--- config.mk ---
export PLATFORM = sky130hd
export DESIGN_NAME = pend_scan_sel
export DESIGN_NICKNAME = d
export VERILOG_FILES = /design/src/rtl/pend_sel_pkg.sv /design/src/rtl/pend_sel_ctrl.sv /design/src/rtl/pend_sel_dp.sv /design/src/rtl/pend_scan_sel.sv
export SDC_FILE = /design/constraint.sdc
export NUM_CORES = 1
export LEC_CHECK = 0
export ABC_AREA = 0
export ABC_CLOCK_PERIOD_IN_PS = 11300
export BUFFER_PORTS_ARGS = -buffer_cell sky130_fd_sc_hd__buf_2
export CAP_MARGIN = 10
export CORE_AREA = 4 4 259 261
export CTS_CLUSTER_SIZE = 16
export DETAILED_ROUTE_END_ITERATION = 16
export DIE_AREA = 0 0 263 265
export PLACE_DENSITY_LB_ADDON = 0.12
export SYNTH_ARGS = -nofsm -noshare
export SYNTH_HDL_FRONTEND = slang
export SYNTH_SLANG_ARGS = --single-unit
--- constraint.sdc ---
create_clock -name clk -period 11.3 [get_ports clk]
set_clock_uncertainty 0.05 [all_clocks]
set_input_delay 2.825 -clock clk [delete_from_list [all_inputs] [get_ports clk]]
set_output_delay 2.825 -clock clk [all_outputs]
set_load 0.1 [all_outputs]
--- src/rtl/pend_sel_pkg.sv ---
package pend_sel_pkg;

  typedef enum logic [1:0] {
    ST_IDLE = 2'd0,
    ST_SCAN = 2'd1,
    ST_EXT  = 2'd2
  } scanState_t;

  typedef struct packed {
    logic clear;    // reset running best, load first group
    logic loadGrp;  // load the next mask group
    logic step;     // evaluate the source at the scan index
    logic publish;  // evaluate outside candidate and register result
  } scanStrobe_t;

endpackage

--- src/rtl/pend_sel_ctrl.sv ---
module pend_sel_ctrl
  import pend_sel_pkg::*;
#(
  parameter int NUM_IRQ = 64,
  parameter int GROUP_W = 32,
  localparam int IDX_W = $clog2(NUM_IRQ),
  localparam int GRP_LSB = $clog2(GROUP_W)
) (
  input  logic             clk,
  input  logic             rstN,
  input  logic             start,
  output scanStrobe_t      strobe,
  output logic [IDX_W-1:0] scanIdx
);

  localparam logic [IDX_W-1:0] LAST_IDX = IDX_W'(NUM_IRQ - 1);

  scanState_t state;

  always_ff @(posedge clk) begin
    if (!rstN) begin
      state   <= ST_IDLE;
      scanIdx <= '0;
    end else if (start) begin
      state   <= ST_SCAN;
      scanIdx <= '0;
    end else begin
      case (state)
        ST_SCAN: begin
          if (scanIdx == LAST_IDX) state <= ST_EXT;
          else scanIdx <= scanIdx + 1'b1;
        end
        ST_EXT: begin
          state   <= ST_IDLE;
          scanIdx <= '0;
        end
        default: state <= ST_IDLE;
      endcase
    end
  end

  logic atGroupEnd;
  assign atGroupEnd = (scanIdx[GRP_LSB-1:0] == {GRP_LSB{1'b1}}) && (scanIdx != LAST_IDX);

  always_comb begin
    strobe.clear   = start;
    strobe.step    = (state == ST_SCAN) && !start;
    strobe.loadGrp = start || ((state == ST_SCAN) && !start && atGroupEnd);
    strobe.publish = (state == ST_EXT) && !start;
  end

endmodule

--- src/rtl/pend_sel_dp.sv ---
module pend_sel_dp
  import pend_sel_pkg::*;
#(
  parameter int NUM_IRQ = 64,
  parameter int PRIO_W = 8,
  parameter int ID_W = 8,
  parameter int GROUP_W = 32,
  localparam int IDX_W = $clog2(NUM_IRQ),
  localparam int GRP_LSB = $clog2(GROUP_W),
  localparam int NUM_GRP = (NUM_IRQ + GROUP_W - 1) / GROUP_W,
  localparam int PAD_W = NUM_GRP * GROUP_W
) (
  input  logic                      clk,
  input  logic                      rstN,
  input  scanStrobe_t               strobe,
  input  logic [IDX_W-1:0]          scanIdx,
  input  logic [NUM_IRQ-1:0]        eligMask,
  input  logic [NUM_IRQ*PRIO_W-1:0] prioFlat,
  input  logic [NUM_IRQ-1:0]        targetOk,
  input  logic                      extEn,
  input  logic [ID_W-1:0]           extId,
  input  logic [PRIO_W-1:0]         extPrio,
  output logic                      done,
  output logic                      bestValid,
  output logic [ID_W-1:0]           bestId,
  output logic [PRIO_W-1:0]         bestPrio
);

  localparam logic [PRIO_W-1:0] NONE_PRIO = {PRIO_W{1'b1}};

  logic [PAD_W-1:0]   maskPad;
  logic [GROUP_W-1:0] grpReg;
  logic [IDX_W:0]     grpBase;
  logic [PRIO_W-1:0]  curPrio;
  logic [ID_W-1:0]    curId;

  always_comb begin
    maskPad = '0;
    for (int j = 0; j < NUM_IRQ; j++) maskPad[j] = eligMask[j];
  end

  always_comb begin
    if (strobe.clear) grpBase = '0;
    else grpBase = ((({1'b0, scanIdx}) >> GRP_LSB) + 1'b1) << GRP_LSB;
  end

  // candidate at the scan index
  logic              candHit;
  logic [PRIO_W-1:0] candPrio;
  assign candPrio = prioFlat[scanIdx*PRIO_W +: PRIO_W];
  assign candHit  = grpReg[scanIdx[GRP_LSB-1:0]] && targetOk[scanIdx] && (candPrio < curPrio);

  // outside candidate against the scan winner
  logic              extWins;
  logic [PRIO_W-1:0] finPrio;
  logic [ID_W-1:0]   finId;
  always_comb begin
    extWins = extEn && (extPrio != NONE_PRIO) &&
              ((extPrio < curPrio) || ((extPrio == curPrio) && (extId < curId)));
    finPrio = extWins ? extPrio : curPrio;
    finId   = extWins ? extId : curId;
  end

  always_ff @(posedge clk) begin
    if (!rstN) begin
      grpReg  <= '0;
      curPrio <= NONE_PRIO;
      curId   <= '0;
    end else begin
      if (strobe.loadGrp) grpReg <= maskPad[grpBase +: GROUP_W];
      if (strobe.clear) begin
        curPrio <= NONE_PRIO;
        curId   <= '0;
      end else if (strobe.step && candHit) begin
        curPrio <= candPrio;
        curId   <= ID_W'(scanIdx);
      end
    end
  end

  always_ff @(posedge clk) begin
    if (!rstN) begin
      done      <= 1'b0;
      bestValid <= 1'b0;
      bestId    <= '0;
      bestPrio  <= NONE_PRIO;
    end else begin
      done <= strobe.publish;
      if (strobe.publish) begin
        bestValid <= (finPrio != NONE_PRIO);
        bestId    <= finId;
        bestPrio  <= finPrio;
      end
    end
  end

endmodule

--- src/rtl/pend_scan_sel.sv ---
module pend_scan_sel
  import pend_sel_pkg::*;
#(
  parameter int NUM_IRQ = 64,
  parameter int PRIO_W = 8,
  parameter int ID_W = 8,
  parameter int GROUP_W = 32,
  localparam int IDX_W = $clog2(NUM_IRQ)
) (
  input  logic                      clk,
  input  logic                      rstN,
  input  logic                      start,
  input  logic [NUM_IRQ-1:0]        eligMask,
  input  logic [NUM_IRQ*PRIO_W-1:0] prioFlat,
  input  logic [NUM_IRQ-1:0]        targetOk,
  input  logic                      extEn,
  input  logic [ID_W-1:0]           extId,
  input  logic [PRIO_W-1:0]         extPrio,
  output logic                      done,
  output logic                      bestValid,
  output logic [ID_W-1:0]           bestId,
  output logic [PRIO_W-1:0]         bestPrio
);

  scanStrobe_t      strobe;
  logic [IDX_W-1:0] scanIdx;

  pend_sel_ctrl #(.NUM_IRQ(NUM_IRQ), .GROUP_W(GROUP_W)) u_ctrl (
    .clk(clk), .rstN(rstN), .start(start), .strobe(strobe), .scanIdx(scanIdx)
  );

  pend_sel_dp #(.NUM_IRQ(NUM_IRQ), .PRIO_W(PRIO_W), .ID_W(ID_W), .GROUP_W(GROUP_W)) u_dp (
    .clk(clk), .rstN(rstN), .strobe(strobe), .scanIdx(scanIdx),
    .eligMask(eligMask), .prioFlat(prioFlat), .targetOk(targetOk),
    .extEn(extEn), .extId(extId), .extPrio(extPrio),
    .done(done), .bestValid(bestValid), .bestId(bestId), .bestPrio(bestPrio)
  );

endmodule

---- Yosys cells after proc, flatten, opt, wreduce, memory -nomap -nowiden ----
Cells that the tools add are included.
word-level totals
  flip-flop bits (word level) ............. 72
  bits in latches ......................... 0
  logic and storage cells ................. 60
  output and inout bits ................... 18
  memories ................................ 0
  ROM bits ................................ 0
  bits in writable memories ............... 0
cells by class
  reduce and logical (&&, ||, !) cells .... 17
  $lt $le $gt $ge ......................... 5
  shift-type cells ........................ 2
  $mul .................................... 0
  eq/ne operators ......................... 10
  $add $sub $neg .......................... 2
  multiplexer cells ....................... 12
  bitwise operators ....................... 2
  div/mod/pow operators ................... 0
operators by type and width
  cell                                                    number
  variable part select 512 x 10 -> 8 bit                  1
  variable part select 64 x 8 -> 32 bit                   1
  < comparator 8 bit                                      2
  2-to-1 mux 8 bit                                        2
  inequality test 8 bit (second input constant)           2
  case mux 6 bit (2 select lines)                         1
  logical AND 1 bit                                       10
  == test 8 bit                                           1
  < comparator 8 x 6 -> 1 bit                             1
  < comparator 6 x 7 -> 1 bit (second input constant)     1
  2-to-1 mux 7 bit                                        1
  adder 6 x 1 -> 6 bit (second input constant)            1
  binary-select mux 1 bit (select 6 bit)                  1
  == test 6 bit (second input constant)                   1
  < comparator 5 x 6 -> 1 bit (second input constant)     1
  2-to-1 mux 6 bit                                        1
  inequality test 6 bit (second input constant)           1
  binary-select mux 1 bit (select 5 bit)                  1
  == test 5 bit (second input constant)                   1
  2-to-1 mux 1 bit                                        5
  inequality test 3 x 2 -> 1 bit (second input constant)  1
  OR reduction 3 bit                                      1
  adder 1 x 1 -> 2 bit (second input constant)            1
  == test 2 x 1 -> 1 bit (second input constant)          1
  other kinds (8)                                         10

---- Depth between registers and ports, before layout ----
  word-level depth ........................ 6
  mapped depth ............................ 22
  mapped depth without buffers ............ 14

---- Hierarchy ----
A second synthesis with hierarchy kept.
second synthesis, totals
  cells, all modules ...................... 700
  area total of the unflattened synthesis .. 8613.3 um2
modules (own cells, without submodules)
  module         cells an instance  times used  area an instance (um2)
  pend_sel_dp    644                1           8114.0
  pend_sel_ctrl  56                 1           499.2

---- Least setup slack after synthesis ----
OpenSTA, ideal clock, no wires.
  kind .................................... in2reg
  start ................................... in prioFlat[93]
  end ..................................... reg u_dp.curId[3]
  buffers on the path ..................... 1
  slack ................................... 5.029 ns
  cell stages on the path ................. 14
  required time ........................... 11.118 ns
  data arrival time ....................... 6.088 ns
  path through ............................ mux4_2 -> mux4_2 -> nor3_1 -> nor4_1 -> ha_1 -> a211o_1 -> a2111oi_0 -> o2111a_1 -> and2_1 -> o21ai_1 -> o211a_1 -> bufbuf_8 -> o21ai_1 -> a21oi_1
on the way
  cells in the longest elaborated chain, start to end .. 4
RTL lines
  element                                 line                 text
  start: declaration                      pend_scan_sel.sv:14  input logic [NUM_IRQ*PRIO_W-1:0] prioFlat,
  variable part select 512 x 10 -> 8 bit  pend_sel_dp.sv:50    assign candPrio = prioFlat[scanIdx*PRIO_W +: PRIO_W];
  via u_dp.candPrio[5]                    pend_sel_dp.sv:49    logic [PRIO_W-1:0] candPrio;
  < comparator 8 bit                      pend_sel_dp.sv:51    assign candHit = grpReg[scanIdx[GRP_LSB-1:0]] && targetOk[scanIdx] && (candPrio < curPrio);
  logical AND 1 bit                       pend_sel_dp.sv:51
  logical AND 1 bit                       pend_sel_dp.sv:74    end else if (strobe.step && candHit) begin
  end signal: assignment                  pend_sel_dp.sv:76    curId <= ID_W'(scanIdx);
  end: declaration                        pend_sel_dp.sv:35    logic [ID_W-1:0] curId;
The timed path passes the listed nets, and every way through them passes these cells.
A chain may end at the register's enable or synchronous reset.

---- Worst setup path in the final report ----
  start ................................... in prioFlat[125]
  end ..................................... reg u_dp.curPrio[0]
on the way
  cells in the longest elaborated chain, start to end .. 4
RTL lines
  element                                 line               text
  variable part select 512 x 10 -> 8 bit  pend_sel_dp.sv:50
  via u_dp.candPrio[5]                    pend_sel_dp.sv:49
  < comparator 8 bit                      pend_sel_dp.sv:51
  logical AND 1 bit                       pend_sel_dp.sv:51
  logical AND 1 bit                       pend_sel_dp.sv:74
  end signal: assignment                  pend_sel_dp.sv:75  curPrio <= candPrio;
  end: declaration                        pend_sel_dp.sv:34  logic [PRIO_W-1:0] curPrio;
The timed path passes the listed nets, and every way through them passes these cells.

==> reports/qor.txt <==
Status = finished clean
Chip Height = 265 µm
Worst-path maximum fanout = 14
Worst EP required = 11.44 ns
Commonest cells after routing, fill and taps aside = 677 x buf_2, 140 x mux4_2, 69 x nor2_1
Simple-gate portion of the synthesized area = 14.2%
Slew HR = 38.1%
Cell Rows = 93
Leak = 5.57 nW
Type of the tightest min-delay check = flip-flop to flip-flop
Area of the multi-input gates = 6800 µm²
Syn_area_per_cell = 11.1 µm²
Post-synth EDFFs = 0
GRT Overall Usage = 16.2%
Setup TNS = 0 ns
Largest net degree at the start of global routing = 100
Crit path buffers/inverters = 1
First-pass GRT wire length = 82,900 µm
Top cell type's share of synthesized area = 35.4%
Mapped Nets = 1,485
Routed vias = 10,300
Root Driver = clkbuf_16
RSZ-0062 raised after global routing = false
Final slew viol count = 0
Hold Path End = u_dp.bestId[6]
Worst-Margin Slew = 0.925 ns
Number of global-route vias before repair = 11,300
# Post-CTS Setup Buffers = 0
Worst path cell trace = buf_2 > mux4_2 > mux4_2 > nor3_1 > nor4_1 > ha_1 > a211o_1 > a2111oi_1 > nand4_1 > a21oi_1 > o21ai_1 > o211a_1 > nor3_1 > o21ai_0
Worst Hold Path Cells = 2
Crit path kind = primary input to flip-flop
Sw power = 0.244 mW
Largest delay contributor family on the critical path = compound AO/OA/AOI/OAI gates
Sequential fraction of design power = 31.0%
Hold buffers post-CTS = 0
Final Hold Fails = 0
TritonCTS clock tree = yes
Syn Inst Count = 803
Top_reg_cell synth = dfxtp_1
Reg area = 1450 µm²
Netlist cell types = 66
Die area = 69,700 µm²
Final Cycle Share = 64.8%
CTS clk-pin slew, worst paths = 0.07 ns
Initial drt markers = 668
Largest family of logic cells by synthesized area = multiplexers
IO Count = 678
Remaining Overflow, GRT = 0
Final net count = 2,102
Adder-Cell Fraction of Synth Area = 3.09%
Yosys Warn Count = 0
Pwr/cell area = 65.0 nW/µm²
Internal power = 0.621 mW
Synth Cell Area = 8910 µm²
Final setup vio count = 0
CTS Buffer Depth = 2
TritonCTS Buffers = 9
Overall Power = 0.864 mW
Nature of the critical path startpoint = primary input
Post-route DRC violation count = 0
Power share of the clock group = 36.2%
Synth area leaders = mux4_2 35%, dfxtp_1 16%, mux4_1 5.9%, a222oi_1 3.6%, ha_1 3.1%
Final worst path period need = 7.33 ns
Seq/Total Area, Yosys = 16.2%
Initial antenna violation count = 35
Most common cell after layout, fill and taps aside = buf_2
Reg2reg end = u_dp.curPrio[0]
Post-Synth XOR/XNOR Area = 0%
Detailed Place HPWL = 49,800 µm
Area growth syn-to-layout = 49.1%
Worst EP arrival = 7.47 ns
Initial core utilization = 13.8%
Worst R2R Path Depth = 14
DR pass1 iterations = 9
FF-to-FF setup slack = 4.99 ns
CP Capture Type = flip-flop
Cell taking the most area after synthesis = mux4_2
Drt via density = 4.51
CTS H-tree depth = 3
Clk_lat worst skew = 0.35 ns
Combinational share of power = 32.8%
Hold slack final = 0.414 ns
Switching share of power = 28.2%
Fraction of layout cells with a size suffix above 1 = 61.8%
Post-DRT Antenna Nets = 0
Slowest CP cell = a2111oi_1
CP max stage delay = 0.80 ns
Die X = 263 µm
Fmax = 136 MHz
Synth Register Bits = 72
Mux share of post-synthesis cell area = 45.0%
Clock sinks = 72
Core box area = 64,500 µm²
Cts repair resizes = 0
Drt wl/cell = 25.9 µm
Max-cap violations = 0
Synth async-reset ratio = 0%
Final WL = 59,500 µm
Worst hold start = u_dp.bestId[6]
Layout fillers = 7,299
Port Buffers = 677
Synth Area in Compound Gates = 13.8%
Worst r2r src = u_ctrl.scanIdx[0]
GP Congestion = 0.895
Max IR drop VDD = 0.0000547 V
[sequential cells by signal, summed over array words and instances, names as in the netlist]
| signal | count |
|---|---|
| u_ctrl.scanIdx | 6 |
| u_ctrl.state | 2 |
| u_dp.bestId | 8 |
| u_dp.bestPrio | 8 |
| u_dp.bestValid | 1 |
| u_dp.curId | 6 |
| u_dp.curPrio | 8 |
| u_dp.done | 1 |
| u_dp.grpReg | 32 |
[through the flow]
step / setup slack [ns] / util [%] / area [µm²] / std cells
after detailed placement: 3.61 / 20.1 / 12900 / 2264
after floorplan: 5.03 / - / 8910 / 803
after CTS: 3.99 / 20.6 / 13300 / 2280
final: 3.97 / 20.6 / 13300 / 2292
after global placement: 3.59 / 20.1 / 12900 / 2264
after global routing: 3.80 / 20.6 / 13300 / 2289
[worst max-delay path by stage]
| stage | from | endpoint | cells past startpoint |
|---|---|---|---|
| after floorplan | prioFlat[93] | u_dp.curId[3] | 14 |
| after global placement | prioFlat[125] | u_dp.curPrio[0] | 14 |
| after detailed placement | prioFlat[125] | u_dp.curPrio[0] | 14 |
| after CTS | prioFlat[125] | u_dp.curPrio[0] | 14 |
| after global routing | prioFlat[125] | u_dp.curPrio[0] | 14 |
| final | prioFlat[125] | u_dp.curPrio[0] | 14 |
[worst reg2reg max path, delay by kind of cell (launching register included)]
family,cells,cell delay (ns)
buf+inv,1,0.47
mux,2,1.39
simple gates,4,1.23
fa+ha+maj,1,0.37
flops,1,0.72
compound gates,6,1.92
[Yosys cell counts, types with 4 or more instances]
library cell	count
a2111oi_0	8
a211oi_1	8
a21oi_1	23
a222oi_1	32
a22oi_1	5
and3_1	11
buf_1	5
buf_12	4
buf_2	5
buf_4	9
buf_6	19
clkbuf_1	40
dfxtp_1	72
ha_1	22
inv_1	23
mux2_2	16
mux2i_1	15
mux4_1	20
mux4_2	140
nand2_1	23
nand2b_1	8
nand3_1	29
nand4_1	5
nor2_1	69
nor2b_1	40
nor3_1	18
nor3b_1	10
nor4_1	13
o2111a_1	9
o211ai_1	5
o21ai_0	17
o21ai_1	11
o22ai_1	16
[final cells by class]
type / instances / area share (%)
Tap cell: 855 / 8.05
Clock buffer: 12 / 2.01
Timing Repair Buffer: 692 / 26.5
Multi-Input combinational cell: 619 / 51.1
Antenna cell: 12 / 0.226
Clock inverter: 4 / 0.386
Sequential cell: 72 / 10.9
Inverter: 26 / 0.734
[cell families (layout without fill, tap and decap cells)]
kind of cell / Yosys count / in the layout
flip-flops: 72 / 72
AO/OA/AOI/OAI: 163 / 163
adder cells (fa/ha/maj): 22 / 22
buffers and inverters: 112 / 734
other: 0 / 12
AND/OR/NAND/NOR: 243 / 243
multiplexers: 191 / 191
[layer usage]
| layer | up-vias | wire length (µm) | global-route usage [%] |
|---|---|---|---|
| li1 | 4614 | - | - |
| met1 | 5135 | 24700 | 20.6 |
| met2 | 499 | 29400 | 28.0 |
| met3 | 61 | 4580 | 4.29 |
| met4 | 18 | 691 | 2.81 |
| met5 | - | 120 | 0 |
[power by group through the flow]
stage	clock [mW]	combinational (mW)	sequential (mW)
after floorplan	0	0.136	0.269
after global placement	0	0.285	0.274
after detailed placement	0	0.287	0.274
after CTS	0.328	0.288	0.268
after global routing	0.337	0.308	0.269
final	0.313	0.284	0.268
Power figures use the tool's default switching activity.
